===== config.mk =====
export PLATFORM = sky130hd
export DESIGN_NAME = xlat_region_sel
export DESIGN_NICKNAME = d
export VERILOG_FILES = /design/src/rtl/xlat_region_pkg.sv /design/src/rtl/xlat_tag_mask.sv /design/src/rtl/xlat_region_match.sv /design/src/rtl/xlat_region_pick.sv /design/src/rtl/xlat_region_sel.sv
export SDC_FILE = /design/constraint.sdc
export NUM_CORES = 1
export LEC_CHECK = 0
export BUFFER_PORTS_ARGS = -buffer_cell sky130_fd_sc_hd__buf_2
export CORE_AREA = 8 8 87 89
export DETAILED_ROUTE_END_ITERATION = 10
export DIE_AREA = 0 0 95 97
export PLACE_DENSITY_LB_ADDON = 0.12
export SLEW_MARGIN = 20
export SYNTH_ARGS = -nofsm -noshare
export SYNTH_HDL_FRONTEND = slang
export SYNTH_SLANG_ARGS = --single-unit

===== constraint.sdc =====
create_clock -name clk -period 3.9 [get_ports clk]
set_input_delay 1.17 -clock clk [delete_from_list [all_inputs] [get_ports clk]]
set_output_delay 1.17 -clock clk [all_outputs]
set_load 0.05 [all_outputs]

===== src/rtl/xlat_region_pkg.sv =====
package xlat_region_pkg;
   // Region index encoding
   localparam logic REGION_LO = 1'b0;
   localparam logic REGION_HI = 1'b1;

   // Outcome of the priority decision
   typedef enum logic [2:0] {
      PICK_LO_HIT   = 3'd0,
      PICK_HI_HIT   = 3'd1,
      PICK_LO_ALL   = 3'd2,
      PICK_HI_ALL   = 3'd3,
      PICK_GAP      = 3'd4
   } pick_kind_e;
endpackage


===== src/rtl/xlat_tag_mask.sv =====
// Builds the mask of checked upper address bits for one size field.
module xlat_tag_mask #(
   parameter int ADDR_W = 64,
   parameter int TAG_W  = 8,
   parameter int TSZ_W  = 6
) (
   input  logic [TSZ_W-1:0]  tsz_i,
   input  logic              tag_ign_i,
   output logic [ADDR_W-1:0] mask_o
);
   localparam int SUM_W = TSZ_W + 2;

   for (genvar p = 0; p < ADDR_W; p++) begin : g_bit
      localparam bit IN_TAG = (p >= ADDR_W - TAG_W);
      logic in_range;
      // bit p is covered when p + tsz >= ADDR_W
      assign in_range = ({2'b00, tsz_i} + SUM_W'(p)) >= SUM_W'(ADDR_W);
      if (IN_TAG) begin : g_tag
         assign mask_o[p] = in_range & ~tag_ign_i;
      end else begin : g_plain
         assign mask_o[p] = in_range;
      end
   end
endmodule


===== src/rtl/xlat_region_match.sv =====
// Tests the checked bits of an address against all-zero and all-one.
module xlat_region_match #(
   parameter int ADDR_W = 64,
   parameter int TAG_W  = 8,
   parameter int TSZ_W  = 6,
   parameter bit WANT_ONES = 1'b0
) (
   input  logic [ADDR_W-1:0] addr_i,
   input  logic [TSZ_W-1:0]  tsz_i,
   input  logic              tag_ign_i,
   output logic              hit_o,
   output logic              empty_o
);
   logic [ADDR_W-1:0] mask;

   xlat_tag_mask #(.ADDR_W(ADDR_W), .TAG_W(TAG_W), .TSZ_W(TSZ_W)) u_mask (
      .tsz_i     (tsz_i),
      .tag_ign_i (tag_ign_i),
      .mask_o    (mask)
   );

   assign empty_o = (tsz_i == '0);

   if (WANT_ONES) begin : g_ones
      assign hit_o = ~empty_o & (&(addr_i | ~mask));
   end else begin : g_zeros
      assign hit_o = ~empty_o & ~(|(addr_i & mask));
   end
endmodule


===== src/rtl/xlat_region_pick.sv =====
// Priority decision among the two regions, then disable check.
module xlat_region_pick
   import xlat_region_pkg::*;
(
   input  logic lo_hit_i,
   input  logic hi_hit_i,
   input  logic lo_empty_i,
   input  logic hi_empty_i,
   input  logic lo_off_i,
   input  logic hi_off_i,
   output logic sel_o,
   output logic fault_o
);
   pick_kind_e kind;

   always_comb begin
      if (lo_hit_i)        kind = PICK_LO_HIT;
      else if (hi_hit_i)   kind = PICK_HI_HIT;
      else if (lo_empty_i) kind = PICK_LO_ALL;
      else if (hi_empty_i) kind = PICK_HI_ALL;
      else                 kind = PICK_GAP;
   end

   always_comb begin
      sel_o   = REGION_LO;
      fault_o = 1'b0;
      unique case (kind)
         PICK_LO_HIT, PICK_LO_ALL: begin
            sel_o   = REGION_LO;
            fault_o = lo_off_i;
         end
         PICK_HI_HIT, PICK_HI_ALL: begin
            sel_o   = REGION_HI;
            fault_o = hi_off_i;
         end
         default: begin
            sel_o   = REGION_LO;
            fault_o = 1'b1;
         end
      endcase
      if (fault_o) sel_o = REGION_LO;
   end
endmodule


===== src/rtl/xlat_region_sel.sv =====
module xlat_region_sel #(
   parameter int ADDR_W  = 64,
   parameter int TAG_W   = 8,
   parameter int GRAN_W  = 2,
   parameter bit REG_OUT = 1'b1,
   localparam int TSZ_W   = $clog2(ADDR_W),
   localparam int SEL_BIT = ADDR_W - TAG_W - 1
) (
   input  logic              clk,
   input  logic              rst_n,
   input  logic [ADDR_W-1:0] addr_i,
   input  logic [TSZ_W-1:0]  lo_tsz_i,
   input  logic [GRAN_W-1:0] lo_gran_i,
   input  logic              lo_off_i,
   input  logic              lo_tag_ign_i,
   input  logic [TSZ_W-1:0]  hi_tsz_i,
   input  logic [GRAN_W-1:0] hi_gran_i,
   input  logic              hi_off_i,
   input  logic              hi_tag_ign_i,
   output logic              reg_sel_o,
   output logic              fault_o,
   output logic [TSZ_W-1:0]  sel_tsz_o,
   output logic [GRAN_W-1:0] sel_gran_o
);
   initial begin
      if (ADDR_W < 16 || (ADDR_W & (ADDR_W - 1)) != 0)
         $fatal(1, "ADDR_W must be a power of two of at least 16");
      if (TAG_W < 1 || TAG_W >= ADDR_W - 1)
         $fatal(1, "TAG_W out of range");
      if (GRAN_W < 1)
         $fatal(1, "GRAN_W must be positive");
   end

   logic tag_ign;
   logic lo_hit, hi_hit, lo_empty, hi_empty;
   logic sel_c, fault_c;
   logic [TSZ_W-1:0]  tsz_c;
   logic [GRAN_W-1:0] gran_c;

   // which tag enable applies
   assign tag_ign = addr_i[SEL_BIT] ? hi_tag_ign_i : lo_tag_ign_i;

   xlat_region_match #(.ADDR_W(ADDR_W), .TAG_W(TAG_W), .TSZ_W(TSZ_W),
                       .WANT_ONES(1'b0)) u_lo (
      .addr_i(addr_i), .tsz_i(lo_tsz_i), .tag_ign_i(tag_ign),
      .hit_o(lo_hit), .empty_o(lo_empty)
   );

   xlat_region_match #(.ADDR_W(ADDR_W), .TAG_W(TAG_W), .TSZ_W(TSZ_W),
                       .WANT_ONES(1'b1)) u_hi (
      .addr_i(addr_i), .tsz_i(hi_tsz_i), .tag_ign_i(tag_ign),
      .hit_o(hi_hit), .empty_o(hi_empty)
   );

   xlat_region_pick u_pick (
      .lo_hit_i(lo_hit), .hi_hit_i(hi_hit),
      .lo_empty_i(lo_empty), .hi_empty_i(hi_empty),
      .lo_off_i(lo_off_i), .hi_off_i(hi_off_i),
      .sel_o(sel_c), .fault_o(fault_c)
   );

   always_comb begin
      tsz_c  = '0;
      gran_c = '0;
      if (!fault_c) begin
         tsz_c  = sel_c ? hi_tsz_i  : lo_tsz_i;
         gran_c = sel_c ? hi_gran_i : lo_gran_i;
      end
   end

   if (REG_OUT) begin : g_reg
      always_ff @(posedge clk) begin
         if (!rst_n) begin
            reg_sel_o  <= 1'b0;
            fault_o    <= 1'b0;
            sel_tsz_o  <= '0;
            sel_gran_o <= '0;
         end else begin
            reg_sel_o  <= sel_c;
            fault_o    <= fault_c;
            sel_tsz_o  <= tsz_c;
            sel_gran_o <= gran_c;
         end
      end
   end else begin : g_comb
      assign reg_sel_o  = sel_c;
      assign fault_o    = fault_c;
      assign sel_tsz_o  = tsz_c;
      assign sel_gran_o = gran_c;
   end
endmodule


==> impl_metrics.csv <==
group,metric,value,unit
run_status,status,"complete, no violations",
placed_design,port_buffers,94,
placed_design,place_hpwl,7607,um
setup_path,critPathCaptureType,"flop",
die,fp.dieH,97,um
logic_synthesis,syn_area_per_cell,6.688,um2
logic_synthesis,yosysWarnings,0,
logic_synthesis,ys_ff_latch,10,
finish,nets,494,
timing,grt_setup_unrepaired,"false",
min_path,hold_class,"primary input to flop",
placed_design,place_inst,480,
timing,fmax,279.7,MHz
setup_path,cp-start-kind,"primary input",
setup_path,cp_cell_sequence,"buf_2 -> nor4_1 -> o21ai_0 -> a2111oi_2 -> and4_1 -> nand3_2 -> or4_4 -> a21o_4 -> a2111oi_1",
logic_synthesis,synth_cells,307,
finish,multiInputGateArea,1687,um2
logic_synthesis,yosysMostFrequentCell,"a21oi_1",
logic_synthesis,synth_top_area_share,9.750,%
cts,cts_sinks,10,
die,initial_core_util,33.09,%
die,rows,29,
setup_path,crit_buf_inv,1,
drt,ant_nets,0,
logic_synthesis,async_flop_share,0,%
grt,antenna_found_initial,0,
drt,drc,0,
pwr,p_leak,1.179,nW
logic_synthesis,synth_edf_count,0,
grt,grt_util_all_layers,19.16,%
logic_synthesis,synthTopCellsByArea,"dfxtp_1 9.8%, a21oi_1 9.0%, o21ai_0 5.6%",
pwr,power_density,173.2,nW/um2
setup_path,critical_path_required,4.01,ns
finish,n_antenna_cell,0,
finish,fin_cells,484,
timing,worstMarginPinSlew,0.4944,ns
finish,finish.utilization,44.38,%
timing,fin_crit_sh,91.68,%
die,dieArea,9215,um2
pwr,ir_drop,0.0001463,V
drt,wl_met2,4590,um
finish,regArea,200.2,um2
die,core,6205,um2
logic_synthesis,ys_top_cells_by_count,"37 x a21oi_1, 29 x nand2_1, 23 x o21ai_0",
timing,maxSlewHeadroom,66.57,%
setup_path,cpMaxStageDelayCell,"or4_4",
timing,setup_viol,0,
drt,met3_length,718,um
grt,grt_pass1_vias,2943,
logic_synthesis,synth.cell_area,2053,um2
setup_path,cpPeakStageDelay,0.51,ns
die,die_w,95,um
placed_design,finalWeightedCongestion,0.9671,
cts,cts_root_buffer,"clkbuf_8",
timing,hold_viol,0,
logic_synthesis,synth_cell_type_count,73,
setup_path,critPathTopFamily,"compound AO/OA/AOI/OAI gates",
setup_path,crit_type,"primary input to flop",
drt,vias,2942,
cts,hold_buffers,0,
cts,cts_setup_buffers,0,
drt,routed_via_density,6.079,
drt,wl,9295,um
grt,grt_remaining_overflow,0,
drt,drt-met1-wl,3936,um
logic_synthesis,synth_nets,393,
finish,final.fill_count,689,
timing,period_minus_slack,3.576,ns
cts,clkTransAtPathRegs,0.05,ns
timing,setup_tns,0,ns
die,num_io_pins,96,
pwr,total_power,0.4771,mW
finish,syn_to_final_growth,34.13,%
drt,wire_per_inst,19.20,um
cts,cts.path.max_buffers,2,
cts,cts_made_buffers,3,
setup_path,crit_fanout,9,
logic_synthesis,synth.yosys.seq_area_share,9.750,%
cts,htreeDepth,1,
logic_synthesis,synth_area_leader_cell,"dfxtp_1",
finish,drive_gt1_share,34.89,%
run,cap_violations,0,
drt,drtPass1Iterations,4,
grt,grt_max_degree,17,
grt,grt_first_pass_wirelength,14600,um
timing,maxSlewViolCount,0,
setup_path,crit_arrival,3.69,ns
drt,dr.max_layer_used,"met4",
cts,cts_tree,"built",
drt,drt_iter0_drc,223,
logic_synthesis,ys.flop_type,"dfxtp_1",
## area by class of cell
type / count / area share (%)
timing repair buffer: 119 / 23.90
multi-input combinational: 260 / 61.25
inverter: 14 / 2.090
tap: 77 / 3.498
clock buffer: 4 / 1.999
sequential: 10 / 7.269
## cell families after synthesis
kind of cell           Yosys count  share of synthesized area, %
AO/OA/AOI/OAI                  142                         49.67
AND/OR/NAND/NOR                117                         31.50
buffers and inverters           37                         8.592
flip-flops                      10                         9.750
multiplexers                     1                        0.4875
## path summary, 6_finish.rpt
check | slack, ns | from | end | cells past startpoint
hold / removal | 1.19 | rst_n | fault_o | 2
setup / recovery | 0.32 | addr_i[41] | sel_tsz_o[3] | 9
## flip-flops by register name, indices dropped and copies added, names as in the netlist
register and cells:
sel_gran_o 2, reg_sel_o 1, fault_o 1, sel_tsz_o 6
## report_power, final
part | internal (mW) | switching [mW] | total [mW]
Combinational | 0.102 | 0.145 | 0.247
Clock | 0.0885 | 0.0382 | 0.127
Sequential | 0.103 | 0.000177 | 0.104
Total | 0.294 | 0.183 | 0.477
## stage by stage
stage,setup slack (ns),hold slack [ns],instance area (um2)
final,0.3244,1.190,2754
after global routing,0.1062,1.215,2754
after CTS,0.2079,1.185,2744
after detailed placement,-0.03312,1.427,2689
after global placement,0.03853,1.420,2689
after floorplan,0.2475,1.316,2053
## layer usage
metal	global-route usage [%]	vias to the layer above
li1	-	1426
met1	24.40	1379
met2	33.30	131
met3	2.550	6
met4	3.125	0
met5	0	-
## cell usage in the layout (no fill, tap or decap), drive strengths merged, types with 5 or more instances in the layout
| cell | n |
|---|---|
| dfxtp | 10 |
| nand4 | 9 |
| o31ai | 5 |
| nor3 | 17 |
| nor4 | 10 |
| a21o | 11 |
| buf | 119 |
| o22ai | 5 |
| a2111oi | 10 |
| nand2 | 29 |
| o21ai | 25 |
| inv | 13 |
| nor2 | 16 |
| a21oi | 37 |
| nand3 | 7 |
| and3 | 5 |
| a31oi | 5 |
## what timing repair did
item,in CTS,in global routing
gates resized for setup,0,2
hold endpoints to repair,0,0
endpoints found under the setup margin,0,2
Note: power is estimated with default switching activity, not from simulation.
